$ cat config.mk
export PLATFORM = sky130hd
export DESIGN_NAME = bfx_unit
export DESIGN_NICKNAME = d
export VERILOG_FILES = /design/src/rtl/bfx_pkg.sv /design/src/rtl/bfx_halfmul.sv /design/src/rtl/bfx_ctrl.sv /design/src/rtl/bfx_unit.sv
export SDC_FILE = /design/constraint.sdc
export NUM_CORES = 1
export LEC_CHECK = 0
export BUFFER_PORTS_ARGS = -buffer_cell sky130_fd_sc_hd__buf_2
export CAP_MARGIN = 10
export CORE_MARGIN = 2
export CORE_UTILIZATION = 26
export CTS_CLUSTER_DIAMETER = 40
export DETAILED_ROUTE_END_ITERATION = 16
export GPL_ROUTABILITY_DRIVEN = 0
export GPL_TIMING_DRIVEN = 1
export PLACE_DENSITY = 0.42
export SETUP_SLACK_MARGIN = 0.15
export SLEW_MARGIN = 0
export SYNTH_ARGS = -nofsm -noshare
export SYNTH_HDL_FRONTEND = slang
export SYNTH_SLANG_ARGS = --single-unit
$ cat constraint.sdc
create_clock -name clk -period 0.8 [get_ports clk]
set_input_delay 0.16 -clock clk [delete_from_list [all_inputs] [get_ports clk]]
set_output_delay 0.16 -clock clk [all_outputs]
set_load 0.02 [all_outputs]
$ cat src/rtl/bfx_pkg.sv
package bfx_pkg;
   typedef enum logic [3:0] {
      OP_SLL   = 4'd0,
      OP_SRL   = 4'd1,
      OP_SRA   = 4'd2,
      OP_ROL   = 4'd3,
      OP_ROR   = 4'd4,
      OP_SEXTB = 4'd5,
      OP_SEXTH = 4'd6,
      OP_ZEXTH = 4'd7,
      OP_EXTU  = 4'd8,
      OP_EXTS  = 4'd9,
      OP_BSET  = 4'd10,
      OP_BCLR  = 4'd11,
      OP_BINV  = 4'd12,
      OP_BEXT  = 4'd13
   } op_e;

   typedef enum logic [1:0] {
      FILL_ZERO = 2'd0,
      FILL_ONE  = 2'd1,
      FILL_PASS = 2'd2,
      FILL_INV  = 2'd3
   } fill_e;
endpackage

$ cat src/rtl/bfx_halfmul.sv
// One half-width lane: the data is multiplied by 2^n, which moves it left by n
// into a double-width product.
module bfx_halfmul #(
   parameter int HALF = 16,
   localparam int NW = $clog2(HALF)
) (
   input  logic [HALF-1:0]   d_i,
   input  logic [NW-1:0]     n_i,
   output logic [2*HALF-1:0] p_o
);
   logic [2*HALF-1:0] factor;
   logic [2*HALF-1:0] dext;

   always_comb begin
      factor = (2*HALF)'(1) << n_i;
      dext   = {{HALF{1'b0}}, d_i};
      p_o    = dext * factor;
   end
endmodule

$ cat src/rtl/bfx_ctrl.sv
// Decode: turns an operation into a left-rotate amount, a keep mask, the index
// of the fill source bit and the fill function.
module bfx_ctrl
   import bfx_pkg::*;
#(
   parameter int XLEN = 32,
   localparam int CW = $clog2(XLEN)
) (
   input  logic [3:0]      op_i,
   input  logic [CW-1:0]   cnt_i,
   input  logic [CW-1:0]   wid_i,
   output logic [CW-1:0]   rotl_o,
   output logic [XLEN-1:0] keep_o,
   output logic [CW-1:0]   fidx_o,
   output fill_e           ffn_o
);
   localparam logic [CW:0] FULL = (CW+1)'(XLEN);

   function automatic logic [XLEN-1:0] lowmask(input logic [CW:0] k);
      return ~({XLEN{1'b1}} << k);
   endfunction

   logic [CW-1:0] negcnt;
   logic [CW:0]   cntx;
   logic [CW:0]   widx;
   logic [CW-1:0] top_idx;
   logic [XLEN-1:0] bit_hot;

   always_comb begin
      negcnt  = CW'(0) - cnt_i;
      cntx    = {1'b0, cnt_i};
      widx    = {1'b0, wid_i} + (CW+1)'(1);
      top_idx = cnt_i + wid_i;
      bit_hot = XLEN'(1) << cnt_i;

      rotl_o = '0;
      keep_o = '0;
      fidx_o = '0;
      ffn_o  = FILL_ZERO;
      case (op_e'(op_i))
         OP_SLL:   begin rotl_o = cnt_i;  keep_o = ~lowmask(cntx); end
         OP_SRL:   begin rotl_o = negcnt; keep_o = lowmask(FULL - cntx); end
         OP_SRA:   begin rotl_o = negcnt; keep_o = lowmask(FULL - cntx);
                         fidx_o = CW'(XLEN-1); ffn_o = FILL_PASS; end
         OP_ROL:   begin rotl_o = cnt_i;  keep_o = '1; end
         OP_ROR:   begin rotl_o = negcnt; keep_o = '1; end
         OP_SEXTB: begin keep_o = lowmask((CW+1)'(8));
                         fidx_o = CW'(7); ffn_o = FILL_PASS; end
         OP_SEXTH: begin keep_o = lowmask((CW+1)'(XLEN/2));
                         fidx_o = CW'(XLEN/2-1); ffn_o = FILL_PASS; end
         OP_ZEXTH: begin keep_o = lowmask((CW+1)'(XLEN/2)); end
         OP_EXTU:  begin rotl_o = negcnt; keep_o = lowmask(widx); end
         OP_EXTS:  begin rotl_o = negcnt; keep_o = lowmask(widx);
                         fidx_o = top_idx; ffn_o = FILL_PASS; end
         OP_BSET:  begin keep_o = ~bit_hot; ffn_o = FILL_ONE; end
         OP_BCLR:  begin keep_o = ~bit_hot; ffn_o = FILL_ZERO; end
         OP_BINV:  begin keep_o = ~bit_hot; fidx_o = cnt_i; ffn_o = FILL_INV; end
         OP_BEXT:  begin rotl_o = negcnt; keep_o = XLEN'(1); end
         default:  begin keep_o = '0; ffn_o = FILL_ZERO; end
      endcase
   end

   // a shift never keeps more than XLEN bits, and a count of zero keeps them all
   always_comb begin
      if ((op_i == OP_SLL || op_i == OP_SRL) && cnt_i == '0)
         p_zero_shift_keeps_all_r1: assert (keep_o == '1);
   end
endmodule

$ cat src/rtl/bfx_unit.sv
module bfx_unit
   import bfx_pkg::*;
#(
   parameter int HALF = 16,
   localparam int XLEN = 2*HALF,
   localparam int CW   = $clog2(XLEN),
   localparam int NW   = $clog2(HALF)
) (
   input  logic            clk,
   input  logic            rst_n,
   input  logic [3:0]      op_i,
   input  logic [XLEN-1:0] opa_i,
   input  logic [CW-1:0]   cnt_i,
   input  logic [CW-1:0]   wid_i,
   output logic [XLEN-1:0] res_o
);
   generate
      if (HALF < 8 || (HALF & (HALF-1)) != 0) begin : g_bad_half
         $error("bfx_unit: HALF must be a power of two of at least 8");
      end
   endgenerate

   logic [CW-1:0]   rotl;
   logic [XLEN-1:0] keep;
   logic [CW-1:0]   fidx;
   fill_e           ffn;

   bfx_ctrl #(.XLEN(XLEN)) u_ctrl (
      .op_i  (op_i),
      .cnt_i (cnt_i),
      .wid_i (wid_i),
      .rotl_o(rotl),
      .keep_o(keep),
      .fidx_o(fidx),
      .ffn_o (ffn)
   );

   // two half-width multiply lanes
   logic [2*HALF-1:0] prod [2];
   generate
      for (genvar g = 0; g < 2; g++) begin : g_lane
         bfx_halfmul #(.HALF(HALF)) u_mul (
            .d_i(opa_i[g*HALF +: HALF]),
            .n_i(rotl[NW-1:0]),
            .p_o(prod[g])
         );
      end
   endgenerate

   // fold the products into a rotate by rotl[NW-1:0]; the half-swapped copy adds HALF
   logic [XLEN-1:0] rot_a;
   logic [XLEN-1:0] rot_b;
   logic            use_b;
   always_comb begin
      rot_a = {prod[1][HALF-1:0] | prod[0][2*HALF-1:HALF],
               prod[0][HALF-1:0] | prod[1][2*HALF-1:HALF]};
      rot_b = {rot_a[HALF-1:0], rot_a[XLEN-1:HALF]};
      use_b = rotl[CW-1];
   end

   // fill bit: select then zero/one/pass/invert, in parallel with the lanes
   logic src_bit;
   logic fill_bit;
   always_comb begin
      src_bit = opa_i[fidx];
      case (ffn)
         FILL_ZERO: fill_bit = 1'b0;
         FILL_ONE:  fill_bit = 1'b1;
         FILL_PASS: fill_bit = src_bit;
         default:   fill_bit = ~src_bit;
      endcase
   end

   logic [XLEN-1:0] res_d;
   generate
      for (genvar i = 0; i < XLEN; i++) begin : g_bit
         always_comb begin
            if (!keep[i])   res_d[i] = fill_bit;
            else if (use_b) res_d[i] = rot_b[i];
            else            res_d[i] = rot_a[i];
         end
      end
   endgenerate

   always_ff @(posedge clk or negedge rst_n) begin
      if (!rst_n) res_o <= '0;
      else        res_o <= res_d;
   end

   // set once an input has really been captured after reset
   logic primed;
   always_ff @(posedge clk or negedge rst_n) begin
      if (!rst_n) primed <= 1'b0;
      else        primed <= 1'b1;
   end

   p_sll_low_zero_r1: assert property (@(posedge clk) disable iff (!rst_n)
      primed && $past(op_i) == OP_SLL |->
         (res_o & ~({XLEN{1'b1}} << $past(cnt_i))) == '0);

   p_srl_high_zero_r2: assert property (@(posedge clk) disable iff (!rst_n)
      primed && $past(op_i) == OP_SRL |->
         (res_o & ~({XLEN{1'b1}} >> $past(cnt_i))) == '0);

   p_rot_keeps_ones_r4: assert property (@(posedge clk) disable iff (!rst_n)
      primed && ($past(op_i) == OP_ROL || $past(op_i) == OP_ROR) |->
         $countones(res_o) == $countones($past(opa_i)));

   p_bset_bit_high_r8: assert property (@(posedge clk) disable iff (!rst_n)
      primed && $past(op_i) == OP_BSET |-> res_o[$past(cnt_i)] == 1'b1);

   p_bext_single_bit_r9: assert property (@(posedge clk) disable iff (!rst_n)
      primed && $past(op_i) == OP_BEXT |-> $onehot0(res_o) && res_o[XLEN-1:1] == '0);

   p_unused_op_zero_r11: assert property (@(posedge clk) disable iff (!rst_n)
      primed && $past(op_i) > 4'd13 |-> res_o == '0);
endmodule

[Yosys cells after proc, flatten, opt, wreduce, memory -nomap -nowiden]
Index checks and enable logic that the tools add are counted.
Cells by class
  add/sub/neg operators: 4
  multipliers: 2
  magnitude comparators: 1
  eq/ne operators: 15
  shift-type cells: 5
  muxes and demuxes: 71
  bitwise operators: 8
  reduce and logical (&&, ||, !) cells: 10
Operators with widths (number)
  $pmux W32 S8: 1
  $not A32 Y32: 5
  $mux W1: 65
  $mul A16 B32 Y32: 2
  $shl A32 B6 Y32 const A: 2
  $or A16 B16 Y16: 2
  $shl A1 B4 Y32 const A: 1
  $shl A1 B5 Y32 const A: 1
  $shl A32 B5 Y32 const A: 1
  $pmux W5 S5: 1
  $eq A4 B4 Y1 const B: 6
  $eq A4 B3 Y1 const B: 4
  $pmux W5 S2: 1
  $reduce_or A2 Y1: 5
  $eq A4 B2 Y1 const B: 2
  $add A5 B1 Y6 const B: 1
  $lt A5 B6 Y1 const B: 1
  $pmux W2 S3: 1
  $reduce_or A6 Y1: 1
  $sub A6 B5 Y6 const A: 1
  $add A5 B5 Y5: 1
  $bmux W1 S5: 1
  $sub A1 B5 Y5 const A: 1
  $eq A4 B1 Y1 const B: 1
  8 further kinds: 8
Word-level totals
  bits in registers: 32
  bits of input ports: 48
  output and inout port bits: 32
  logic and storage cells: 117

[Depth between registers and ports, before layout]
  depth in word-level cells: 8
  mapped depth: 37
  gate-level depth less buffers: 34

[Modules after synthesis]
From an unflattened synthesis, not the netlist that was laid out.
Unflattened totals
  cells, all modules: 2672
  area total of the unflattened synthesis: 22011.1 um2
Modules (own cells, without submodules)
  bfx_halfmul at g_lane[1].u_mul: times used 1, cells an instance 1035, area each 8833.5 um2, seq. area each 0.0 um2
  bfx_halfmul at g_lane[0].u_mul: times used 1, cells an instance 1025, area each 8722.1 um2, seq. area each 0.0 um2
  bfx_ctrl: times used 1, cells an instance 410, area each 2429.8 um2, seq. area each 0.0 um2
  bfx_unit: times used 1, cells an instance 202, area each 2025.7 um2, seq. area each 800.8 um2

[Worst setup path before layout]
Ideal clock, no wire load.
  path kind: in2reg
  start point: input port cnt_i[1]
  end point: register res_o[30]
  setup time: 80 ps
  arrival: 7990 ps
  data required time: 720 ps
  setup slack: -7270 ps
  cell stages on the path: 34
  path buffers: 3
  cells stage by stage: buf_2 > inv_1 > ha_1 > inv_1 > ha_1 > clkbuf_1 > inv_1 > a22oi_1 > o2bb2ai_1 > a22oi_1 > nand2_1 > nor2_1 > clkbuf_1 > nand2_1 > fa_1 > fa_1 > inv_1 > fa_1 > fa_1 > fa_1 > inv_1 > fa_1 > inv_1 > ha_1 > a22o_1 > a2111oi_0 > o31ai_1 > a311oi_1 > o311a_1 > o31ai_1 > xor2_1 > nor2_1 > mux2_2 > mux2i_4
Between the ends
  longest elaborated chain between the ends: 7
  elaborated cells between the ends (all ways): 24
  classes of those cells: add/sub (3); mul (2); shift (4); mux (8); bitwise (7)
RTL lines
  from (decl): line bfx_unit.sv:13  | input logic [CW-1:0] cnt_i,
  $sub A1 B5 Y5 / $add A5 B5 Y5 (equally long branches): line bfx_ctrl.sv:30, bfx_ctrl.sv:33
  $pmux W5 S2 / $pmux W5 S5 (equally long branches): line bfx_ctrl.sv:40  | case (op_e'(op_i))
  $shl A1 B4 Y32 / $bmux W1 S5 (equally long branches): line bfx_halfmul.sv:15, bfx_unit.sv:65
  $mul A16 B32 Y32 / $mux W1 (equally long branches): line bfx_halfmul.sv:17, bfx_unit.sv:65
  $or A16 B16 Y16, or another cell as far along: line bfx_unit.sv:55  | rot_a = {prod[1][HALF-1:0] | prod[0][2*HALF-1:HALF],
  $mux W1 / $pmux W1 S3 (equally long branches): line bfx_unit.sv:79, bfx_unit.sv:66
  $mux W1 (*): line bfx_unit.sv:78  | if (!keep[i]) res_d[i] = fill_bit;
  via res_d[30]: line bfx_unit.sv:74  | logic [XLEN-1:0] res_d;
  to (signal assigned): line bfx_unit.sv:87  | else res_o <= res_d;
  to (decl): line bfx_unit.sv:15  | output logic [XLEN-1:0] res_o
Mark *: on every way through the listed nets, which the timed path passes. The rest lies on a longest branch. The select of a mux whose other input is x is not followed.

[Final worst setup path]
  start point: input port cnt_i[1]
  end point: register res_o[11]
Between the ends
  longest elaborated chain between the ends: 7
  elaborated cells between the ends (all ways): 24
  classes of those cells: add/sub (3); mul (2); shift (4); mux (8); bitwise (7)
RTL lines
  $sub A1 B5 Y5 / $add A5 B5 Y5 (equally long branches): line bfx_ctrl.sv:30, bfx_ctrl.sv:33
  $pmux W5 S2 / $pmux W5 S5 (equally long branches): line bfx_ctrl.sv:40
  $shl A1 B4 Y32 / $bmux W1 S5 (equally long branches): line bfx_halfmul.sv:15, bfx_unit.sv:65
  $mul A16 B32 Y32 / $mux W1 (equally long branches): line bfx_halfmul.sv:17, bfx_unit.sv:65
  $or A16 B16 Y16, or another cell as far along: line bfx_unit.sv:56  | prod[0][HALF-1:0] | prod[1][2*HALF-1:HALF]};
  $mux W1 / $pmux W1 S3 (equally long branches): line bfx_unit.sv:79, bfx_unit.sv:66
  $mux W1 (*): line bfx_unit.sv:78
  via res_d[11]: line bfx_unit.sv:74
Marks and branches as above.

==> metrics.yaml <==
synth_top_family_by_area: "adder cells"
top_regs: "res_o x32"
ys_seq_elements: 32
synth_compound_area_frac: 0.116
num-nets-final: 3824
grt_overflow: 0
grt_pass1_wl_um: 128000
synth_simple_gate_area_share: 0.193
place_area_um2: 27400
initial_core_util: 0.263
vdd_ir_drop_max_mv: 0.880
h-tree-depth: 2
grtUsageTotal: 0.198
ys_types: 78
synth_cells: 2558
failed_checks: "negative setup slack"
drc_errors: 0
routed_wirelength_um: 82600
clkTransAtPathRegs_ns: 0.05
finalPower_mw: 30.9
grt_max_degree: 33
yosysSeqAreaShare: 0.0378
setup_ws_ns: -6.54
coreArea_um2: 80500
port_buffers: 79
largest-register: "res_o"
drt_iter0_drc: 1288
setup_violations: 64
path_class: "in2reg"
synth_fa_ha_area_frac: 0.502
status: "finished with violations"
synth_nets: 3222
drv_cap: 0
cts_tree: "yes"
hold_viol: 0
dr.pass1.iters: 6
cts_made_buffers: 5
critPathBufInv: 11
dieArea_um2: 83700
wl_per_cell_um: 19.6
fin_area_um2: 29800
critical_path_arrival_ns: 7.54
clock_sinks: 32
synth-xor-area-share: 0.0261
vias: 19900
ios: 80
layout_common_cells: "buf_4, inv_1, fa_1"
synth_edf_count: 0
fin_util: 0.370
cp_top_family: "adder cells"
power_density_nw_per_um2: 1040
root_buffer: "clkbuf_16"
cp.required_ns: 0.99
clockBufferDepth: 2
post-dp-hpwl_um: 70000
endpoint_kind: "flip-flop"
avgSynthCellArea_um2: 8.27
finalCritPeriodShare: 9.18
clock.fmax_mhz: 136
final_common_cell: "buf_4"
crit_fanout: 6
die_x_um: 289
worst-path-stages: 36
antenna_left: 0
drive_gt1_frac: 0.326
drv_slew: 0
row_count: 104
via_per_inst: 4.72
start_kind: "primary input"
fin_crit_ns: 7.34
rsz0062_at_grt: "yes"
max_slew.worst_pin.slew_ns: 0.589
syn_area_um2: 21200
crit_path_max_incr_delay_ns: 0.61
syn2layout_area_growth_pct: 40.7
n_fill_cell: 8211
crit_end: "res_o[11]"
synth_top_flop_cell: "dfrtp_1"
yosys_warnings: 0
synth_mux_area_frac: 0.0186
relSlewSlack: 0.603
cp_common_cell: "fa_1"
grt_pass1_vias: 21500
synthArstFlopShare: 1.00
hp-class: "in2async"
leakagePower_nw: 14.9
antenna_found_initial: 1
crit_slowest_cell: "fa_1"
largest_reg_flops: 32
insertedDiodeCount: 0
dieHeight_um: 289
timing.critical_path.from: "cnt_i[1]"
per-layer routing:
metal  vias to the layer above  GRT usage  share of wire
li1                       9293          -              -
met1                     10100      0.273           0.46
met2                       511      0.340           0.48
met3                        81     0.0109          0.033
met4                         2     0.0457          0.026
met5                         -          0        0.00015
where the power goes:
part | internal [mW] | total (mW) | leakage [nW] | switching [mW]
clock network | 1.46 | 2.14 | 0.0808 | 0.677
registers | 2.20 | 2.71 | 0.392 | 0.508
logic | 12.2 | 26.1 | 14.4 | 13.9
total | 15.9 | 30.9 | 14.9 | 15.1
cell usage after synthesis, types with 10 or more instances:
library cell | number | share of area
a21o_1 | 20 | 0.0071
xnor2_1 | 41 | 0.017
o21ai_0 | 68 | 0.016
a31oi_1 | 14 | 0.0041
nand2b_1 | 11 | 0.0033
clkbuf_1 | 113 | 0.020
ha_1 | 227 | 0.13
o21a_1 | 11 | 0.0039
o211ai_1 | 11 | 0.0039
nand2_1 | 371 | 0.066
nor3_1 | 30 | 0.0071
o31ai_1 | 12 | 0.0043
inv_1 | 461 | 0.082
mux2i_1 | 10 | 0.0047
dfrtp_1 | 32 | 0.038
nand3_1 | 42 | 0.0099
nor2_1 | 113 | 0.020
a211oi_1 | 21 | 0.0075
fa_1 | 389 | 0.37
a21oi_1 | 118 | 0.028
xor2_1 | 22 | 0.0091
and2_1 | 226 | 0.067
how the worst min path moves through the flow:
stage | cells past startpoint | end | slack, ns | startpoint
after floorplan | 0 | res_o[0] | -0.14 | rst_n
after global placement | 2 | res_o[21] | 0.13 | rst_n
after detailed placement | 2 | res_o[21] | 0.13 | rst_n
after CTS | 3 | res_o[2] | 0.39 | rst_n
after global routing | 3 | res_o[11] | 0.39 | rst_n
final | 3 | res_o[2] | 0.38 | rst_n
area by class of cell:
class / instances / area, um^2 / share of cell area
Multi-Input combinational cell: 1937 / 19600 / 0.660
Timing Repair Buffer: 721 / 6070 / 0.204
Inverter: 463 / 1760 / 0.0590
Tap cell: 1060 / 1330 / 0.0445
Sequential cell: 32 / 810 / 0.0272
Clock buffer: 6 / 129 / 0.00433
Clock inverter: 2 / 35.0 / 0.00118
per-stage QoR:
stage               std cells  hold WS [ns]  setup WS [ns]  TNS (ns)
floorplan                2558        -0.136          -6.46   -198.10
global placement         4126         0.133          -7.15   -224.11
detailed placement       4126         0.134          -7.21   -225.62
CTS                      4201         0.385          -6.47   -208.56
global route             4221         0.389          -6.85   -219.20
finish                   4221         0.375          -6.54   -210.51
timing repair:
action | in CTS | in global routing
hold buffers | 1 | 0
setup endpoints to repair | 64 | 64
gates cloned | 1 | 1
endpoints found under the hold margin | 32 | 0
gates resized for setup | 260 | 109
pin swaps | 111 | 89
setup buffers | 65 | 19
cells by family (layout without fill, tap and decap cells):
group           after synthesis  after routing
simple gates                854            854
fa+ha+maj                   616            616
buf+inv                     589           1192
compound gates              376            376
xor+xnor                     63             63
flops                        32             32
mux                          28             28
No activity file was read; power rests on OpenSTA's default activity.
